**src/rtl/pll_cal_pkg.sv**
```systemverilog
package pll_cal_pkg;
  typedef enum logic [2:0] {
    ST_IDLE,
    ST_SETTLE,
    ST_STEP,
    ST_MEAS,
    ST_EVAL
  } cal_state_t;
endpackage

```
**src/rtl/pll_xover_meas.sv**
```systemverilog
// Counts reference cycles after a phase step and confirms the polarity flip
// of the bang-bang detector over two consecutive samples.
module pll_xover_meas #(
  parameter int CW = 16
) (
  input  logic          clk,
  input  logic          rst_n,
  input  logic          arm,
  input  logic          en,
  input  logic          dir,
  input  logic          bb,
  input  logic [CW-1:0] timeout,
  output logic          hit,
  output logic          tout,
  output logic [CW-1:0] t_out
);
  logic [CW-1:0] cnt;
  logic          hold;
  logic          match;
  logic [CW:0]   cnt_nxt;

  assign match   = (bb == dir);
  assign cnt_nxt = {1'b0, cnt} + {{CW{1'b0}}, 1'b1};
  assign hit     = en & match & hold;
  assign tout    = en & ~hit & (cnt_nxt >= {1'b0, timeout});
  assign t_out   = cnt - {{(CW-1){1'b0}}, 1'b1};

  always_ff @(posedge clk or negedge rst_n) begin
    if (!rst_n) begin
      cnt  <= '0;
      hold <= 1'b0;
    end else if (arm) begin
      cnt  <= '0;
      hold <= 1'b0;
    end else if (en) begin
      if (!cnt_nxt[CW]) cnt <= cnt_nxt[CW-1:0];
      hold <= match;
    end
  end


  xover_confirm_chk: assert property (@(posedge clk) disable iff (!rst_n)
    hit |-> ($past(en) && ($past(bb) == dir)));
endmodule

```
**src/rtl/pll_gain_ctrl.sv**
```systemverilog
// Holds the integral slice code and applies the one-slice step rule.
module pll_gain_ctrl #(
  parameter int NSLICE    = 10,
  parameter int INIT_CODE = 5,
  parameter int CW        = 16,
  localparam int KW       = $clog2(NSLICE + 1)
) (
  input  logic              clk,
  input  logic              rst_n,
  input  logic              clr,
  input  logic              eval,
  input  logic [CW-1:0]     t_adv,
  input  logic [CW-1:0]     t_ret,
  input  logic [CW-1:0]     target,
  output logic              stop,
  output logic [NSLICE-1:0] slice_en
);
  logic [KW-1:0] code;
  logic          have_dir;
  logic          last_up;
  logic [CW:0]   sum;
  logic [CW-1:0] avg;
  logic          up, down, at_top, at_bot, apply;

  assign sum    = {1'b0, t_adv} + {1'b0, t_ret};
  assign avg    = sum[CW:1];
  assign up     = (avg > target);
  assign down   = (avg < target);
  assign at_top = (code == KW'(NSLICE));
  assign at_bot = (code == KW'(1));

  always_comb begin
    stop = 1'b0;
    if (eval) begin
      if (!up && !down)                stop = 1'b1;
      else if (have_dir && (up != last_up)) stop = 1'b1;
      else if (up && at_top)           stop = 1'b1;
      else if (down && at_bot)         stop = 1'b1;
    end
  end
  assign apply = eval & ~stop;

  always_ff @(posedge clk or negedge rst_n) begin
    if (!rst_n) begin
      code     <= KW'(INIT_CODE);
      have_dir <= 1'b0;
      last_up  <= 1'b0;
    end else if (clr) begin
      have_dir <= 1'b0;
    end else if (apply) begin
      code     <= up ? code + KW'(1) : code - KW'(1);
      have_dir <= 1'b1;
      last_up  <= up;
    end
  end

  for (genvar i = 0; i < NSLICE; i++) begin : g_therm
    assign slice_en[i] = (code > KW'(i));
  end


  code_range_chk: assert property (@(posedge clk) disable iff (!rst_n)
    (code >= KW'(1)) && (code <= KW'(NSLICE)));

  code_step_chk: assert property (@(posedge clk) disable iff (!rst_n)
    (code != $past(code)) |-> ((code == $past(code) + KW'(1)) || (code + KW'(1) == $past(code))));

  code_hold_chk: assert property (@(posedge clk) disable iff (!rst_n)
    !eval |=> $stable(code));
endmodule

```
**src/rtl/pll_igain_cal.sv**
```systemverilog
module pll_igain_cal
  import pll_cal_pkg::*;
#(
  parameter int CW        = 16,
  parameter int SW        = 8,
  parameter int NSLICE    = 10,
  parameter int INIT_CODE = 5
) (
  input  logic              clk,
  input  logic              rst_n,
  input  logic              start,
  input  logic              bb_lead,
  input  logic [CW-1:0]     target_cyc,
  input  logic [SW-1:0]     step_size,
  input  logic [CW-1:0]     settle_cyc,
  input  logic [CW-1:0]     timeout_cyc,
  output logic              step_req,
  output logic              step_retard,
  output logic [SW-1:0]     step_amt,
  output logic              prop_off,
  output logic [NSLICE-1:0] slice_en,
  output logic              done,
  output logic              err
);
  cal_state_t    state;
  logic          phase;
  logic [CW-1:0] scnt;
  logic [CW:0]   scnt_nxt;
  logic [CW-1:0] t_adv, t_ret, t_meas;
  logic [SW-1:0] amt_q;
  logic          done_q, err_q;
  logic          hit, tout, stop, accept;

  assign accept      = (state == ST_IDLE) & start;
  assign scnt_nxt    = {1'b0, scnt} + {{CW{1'b0}}, 1'b1};
  assign step_req    = (state == ST_STEP);
  assign step_retard = phase;
  assign step_amt    = amt_q;
  assign prop_off    = (state != ST_IDLE);
  assign done        = done_q;
  assign err         = err_q;

  pll_xover_meas #(.CW(CW)) u_meas (
    .clk     (clk),
    .rst_n   (rst_n),
    .arm     (state == ST_STEP),
    .en      (state == ST_MEAS),
    .dir     (phase),
    .bb      (bb_lead),
    .timeout (timeout_cyc),
    .hit     (hit),
    .tout    (tout),
    .t_out   (t_meas)
  );

  pll_gain_ctrl #(.NSLICE(NSLICE), .INIT_CODE(INIT_CODE), .CW(CW)) u_gain (
    .clk      (clk),
    .rst_n    (rst_n),
    .clr      (accept),
    .eval     (state == ST_EVAL),
    .t_adv    (t_adv),
    .t_ret    (t_ret),
    .target   (target_cyc),
    .stop     (stop),
    .slice_en (slice_en)
  );

  always_ff @(posedge clk or negedge rst_n) begin
    if (!rst_n) begin
      state  <= ST_IDLE;
      phase  <= 1'b0;
      scnt   <= '0;
      t_adv  <= '0;
      t_ret  <= '0;
      amt_q  <= '0;
      done_q <= 1'b0;
      err_q  <= 1'b0;
    end else begin
      done_q <= 1'b0;
      unique case (state)
        ST_IDLE: if (start) begin
          state <= ST_SETTLE;
          scnt  <= '0;
          phase <= 1'b0;
          err_q <= 1'b0;
          amt_q <= step_size;
        end
        ST_SETTLE: begin
          if (scnt_nxt >= {1'b0, settle_cyc}) state <= ST_STEP;
          else                                scnt  <= scnt_nxt[CW-1:0];
        end
        ST_STEP: state <= ST_MEAS;
        ST_MEAS: begin
          if (hit) begin
            if (!phase) begin
              t_adv <= t_meas;
              phase <= 1'b1;
              scnt  <= '0;
              state <= ST_SETTLE;
            end else begin
              t_ret <= t_meas;
              state <= ST_EVAL;
            end
          end else if (tout) begin
            err_q  <= 1'b1;
            done_q <= 1'b1;
            state  <= ST_IDLE;
          end
        end
        ST_EVAL: begin
          if (stop) begin
            done_q <= 1'b1;
            state  <= ST_IDLE;
          end else begin
            phase <= 1'b0;
            scnt  <= '0;
            state <= ST_SETTLE;
          end
        end
        default: state <= ST_IDLE;
      endcase
    end
  end


  done_prop_chk: assert property (@(posedge clk) disable iff (!rst_n)
    done |-> !prop_off);

  step_pulse_chk: assert property (@(posedge clk) disable iff (!rst_n)
    step_req |=> !step_req);

  tout_err_chk: assert property (@(posedge clk) disable iff (!rst_n)
    tout |=> (err && done));

  err_hold_chk: assert property (@(posedge clk) disable iff (!rst_n)
    (err && !start) |=> err);

  settle_before_step_chk: assert property (@(posedge clk) disable iff (!rst_n)
    step_req |-> ($past(state) == ST_SETTLE));
endmodule

```
**config.mk**
```make
export PLATFORM = sky130hd
export DESIGN_NAME = pll_igain_cal
export DESIGN_NICKNAME = d
export VERILOG_FILES = /design/src/rtl/pll_cal_pkg.sv /design/src/rtl/pll_xover_meas.sv /design/src/rtl/pll_gain_ctrl.sv /design/src/rtl/pll_igain_cal.sv
export SDC_FILE = /design/constraint.sdc
export NUM_CORES = 1
export LEC_CHECK = 0
export ABC_AREA = 1
export CAP_MARGIN = 15
export CORE_ASPECT_RATIO = 2
export CORE_MARGIN = 2
export CORE_UTILIZATION = 55
export DETAILED_ROUTE_END_ITERATION = 8
export GPL_TIMING_DRIVEN = 0
export PLACE_DENSITY = 0.84
export SLEW_MARGIN = 10
export SYNTH_ARGS = -nofsm -noshare
export SYNTH_HDL_FRONTEND = slang
export SYNTH_SLANG_ARGS = --single-unit
```
**constraint.sdc**
```tcl
create_clock -name clk -period 3.72 [get_ports clk]
set_input_delay 0.744 -clock clk [delete_from_list [all_inputs] [get_ports clk]]
set_output_delay 0.744 -clock clk [all_outputs]
set_load 0.02 [all_outputs]
```
==> flow_summary.toml <==
[outcome]
status = "completed"

[cts]
clock_latency_ns = 0.34
cts_buffers = 9
clock-sinks = 85
cts_tree = "built"
root_buffer = "clkbuf_16"
clkTransAtPathRegs_ns = 0.07
clockBufferDepth = 2
holdBufCountCts = 0
htreeDepth = 3

[flow_run]
maxCapViolations = 0

[power_and_ir_drop]
power_density_nw_per_um2 = 638
power_uw = 5280
leakage_uw = 0.00467
peakVddDrop_v = 0.000330
p_seq_frac = 0.258
p_int_uw = 2920
power_frac_clock = 0.184
p_switching_uw = 2360
p_comb_frac = 0.558
switching_share = 0.447

[floorplanning]
die_w_um = 82.9
start_util = 0.565
die-area_sq_um = 13400
coreArea_sq_um = 12100
num_rows = 57
io_pins = 83
die_y_um = 162

[drt]
drt_pass1_iterations = 5
routed-wl-met2_um = 9480
routed.top_layer = "met4"
m1WireLength_um = 5670
drt.antenna.violating_nets = 0
vias = 6264
first_iter_violations = 268
remaining_drc_errors = 0
met3_length_um = 371
wl_um = 16400
via_per_inst = 5.26
post_drt_wl_per_cell_um = 13.8

[synthesis]
yosys.area_share.xor_xnor = 0.0723
synth.area.mux_share = 0
ys_types = 46
yosys_warnings = 0
synth_edf_count = 0
synthCells = 943
synth_fa_ha_area_frac = 0.133
avgSynthCellArea_sq_um = 7.26
syn_nets = 1075
synth-compound-area-share = 0.0645
yosys.area_share.simple = 0.319
synth_top_family_by_area = "simple AND/OR/NAND/NOR gates"
syn_area_sq_um = 6850
ys_async_sr_fraction = 1.00
ys_ff_latch = 85
synth-seq-area-share = 0.311
synth_ff_type = "dfrtp_1"

[global_route]
grt_pass1_wl_um = 27500
grt_antenna_before_repair = 0
grt_max_degree = 61
grt_overflow = 0
grt_pass1_vias = 6407
grt_usage = 0.251

[sta]
hold_violations = 0
max_freq_mhz = 280
setup_viol = 0
rsz0062_at_grt = "yes"
post-route-min-period_ns = 3.57
tns_ns = 0
fin_crit_sh = 0.961
timing.slew.headroom = 0.665
worst_slew_pin_slew_ns = 0.502
slew_viol_final = 0
clock_skew_ns = 0.0104

[setup_path]
rrSetupSlack_ns = 0.15
cpMaxStageDelayCell = "dfrtp_1"
path_delay_family = "simple AND/OR/NAND/NOR gates"
cp.arrival_ns = 3.81
cpMostUsedCell = "nand2_1"
critPathKind = "flop to flop"
cp_max_fo = 10
critPathCaptureType = "flop"
critPathLaunch = "t_adv[5]"
worstRegToRegCells = 20
max_stage_delay_ns = 0.40
r2r-start = "t_adv[5]"
cp.required_ns = 3.95
start_kind = "flop"
timing.rr.end = "scnt[4]"
path_buf_inv = 1
worstPathCellList = "ha_1 -> a21oi_1 -> o21ai_0 -> nand2_1 -> nand4_1 -> nand3_1 -> nand2_1 -> nand3_1 -> nand2_1 -> ha_1 -> nand4_1 -> nor2_2 -> nand2_1 -> nand2_1 -> nand3_1 -> nand3_4 -> nand3_4 -> buf_6 -> nand2_1 -> nand2_1"

[layout]
num-nets-final = 1170
syn_to_final_growth_pct = 20.7
final_cells = 1190
n_antenna_cell = 0
drive_above_1_share = 0.0844

[placement]
portBuffers = 82
place_hpwl_um = 13000
placed_cells = 1173
gp_congestion = 0.922

[worst_hold_path]
min_path_type = "input port to asynchronous set/reset pin"
synth_stat cells (3+ instances only):
cell type	instances	share of area
xor2_1	37	0.047
inv_2	5	0.0027
dfrtp_1	83	0.30
ha_1	71	0.13
nand4_1	23	0.021
nand3_2	7	0.010
a21oi_1	33	0.024
nand2_2	4	0.0037
nor2_2	5	0.0046
clkinv_1	5	0.0027
nor2_1	61	0.033
nor2_4	3	0.0049
o21ai_0	36	0.026
or2_2	4	0.0037
nor3_1	10	0.0073
inv_1	138	0.076
buf_2	6	0.0044
nand2_1	303	0.17
clkbuf_1	9	0.0049
buf_6	4	0.0066
nor3_4	4	0.0095
nand3_1	46	0.034
xnor2_1	14	0.018
power groups by stage:
stage	Combinational, uW	Sequential (uW)	Clock (uW)
after global routing	3270	1390	1010
after CTS	2890	1360	974
after detailed placement	2850	1370	0
after global placement	2770	1360	0
final	2940	1360	972
after floorplan	2040	1380	0
kinds of logic (layout without fill, tap and decap cells):
kind of cell | count (synthesis) | in the layout
AOI/OAI and AO/OA | 80 | 80
xor gates and xnor gates | 54 | 54
adders and majority gates | 72 | 72
buffers and inverters | 170 | 270
DFF | 85 | 85
and+or+nand+nor | 482 | 482
registers in the layout, indices dropped and copies added (netlist names):
name / flops
scnt: 16
t_adv: 16
t_ret: 16
u_meas.cnt: 16
step_amt: 8
u_gain.code: 4
state: 3
done: 1
err: 1
step_retard: 1
u_gain.have_dir: 1
u_gain.last_up: 1
u_meas.hold: 1
per-stage QoR:
step / setup WS [ns] / instance area (sq um) / util / hold slack (ns)
after global routing: -0.0141 / 8270 / 0.682 / 0.346
after CTS: 0.00485 / 8210 / 0.677 / 0.338
after detailed placement: -0.270 / 7880 / 0.650 / 0.462
after global placement: -1.20 / 7860 / 0.648 / 0.454
final: 0.147 / 8270 / 0.682 / 0.320
after floorplan: 0.664 / 6850 / - / 0.448
worst max-delay path by stage:
| stage | end | cells past startpoint |
|---|---|---|
| 3_5_place_dp | scnt[4] | 20 |
| 5_1_grt | scnt[2] | 19 |
| 3_3_place_gp | t_ret[14] | 1 |
| 2_1_floorplan | scnt[0] | 20 |
| 6_report | scnt[4] | 20 |
| 4_1_cts | scnt[4] | 19 |
worst register-to-register path, cell delays in order (launching register included):
cell	delay [ns]
dfrtp_1	0.40
ha_1	0.36
a21oi_1	0.23
o21ai_0	0.17
nand2_1	0.12
nand4_1	0.14
nand3_1	0.09
nand2_1	0.08
nand3_1	0.07
nand2_1	0.06
ha_1	0.31
nand4_1	0.19
nor2_2	0.21
nand2_1	0.13
nand2_1	0.11
nand3_1	0.15
nand3_4	0.19
nand3_4	0.15
buf_6	0.19
nand2_1	0.07
nand2_1	0.05
placed cells by master, fill, tap and decap left out, types with 5 or more instances in the layout:
master	synthesis	layout
xor2_1	37	37
inv_1	138	138
clkinv_1	5	5
buf_2	6	6
xnor2_1	14	14
inv_2	5	5
dfrtp_1	83	83
nand3_2	7	6
nor3_1	10	9
clkbuf_16	0	9
nand2_1	303	302
nand3_1	46	46
nand2_2	4	5
nor2_1	61	59
a21oi_1	33	31
clkdlybuf4s50_1	0	81
ha_1	71	71
o21ai_0	36	32
nor2_2	5	6
nand4_1	23	23
clkbuf_1	9	9
layout make-up:
type                       instances  area (sq um)
clock inverter                     6          86.3
inverter                         149           562
buffer                            21           130
timing repair buffer              84           853
multi-input combinational        688          4080
fill                             985          3860
sequential                        85          2130
clock buffer                      10           239
tap                              147           184
repair_timing:
action,CTS,global route
endpoints found under the setup margin,25,25
pin swaps,0,4
gates resized for setup,4,12
buffers inserted,0,1
hold endpoints to repair,0,0
layer usage:
layer | vias up | global-route usage
li1 | 3161 | -
met4 | 0 | 0.156
met1 | 2906 | 0.223
met2 | 144 | 0.516
met3 | 53 | 0.0244
met5 | - | 0
No activity file was read; power rests on OpenSTA's default activity.
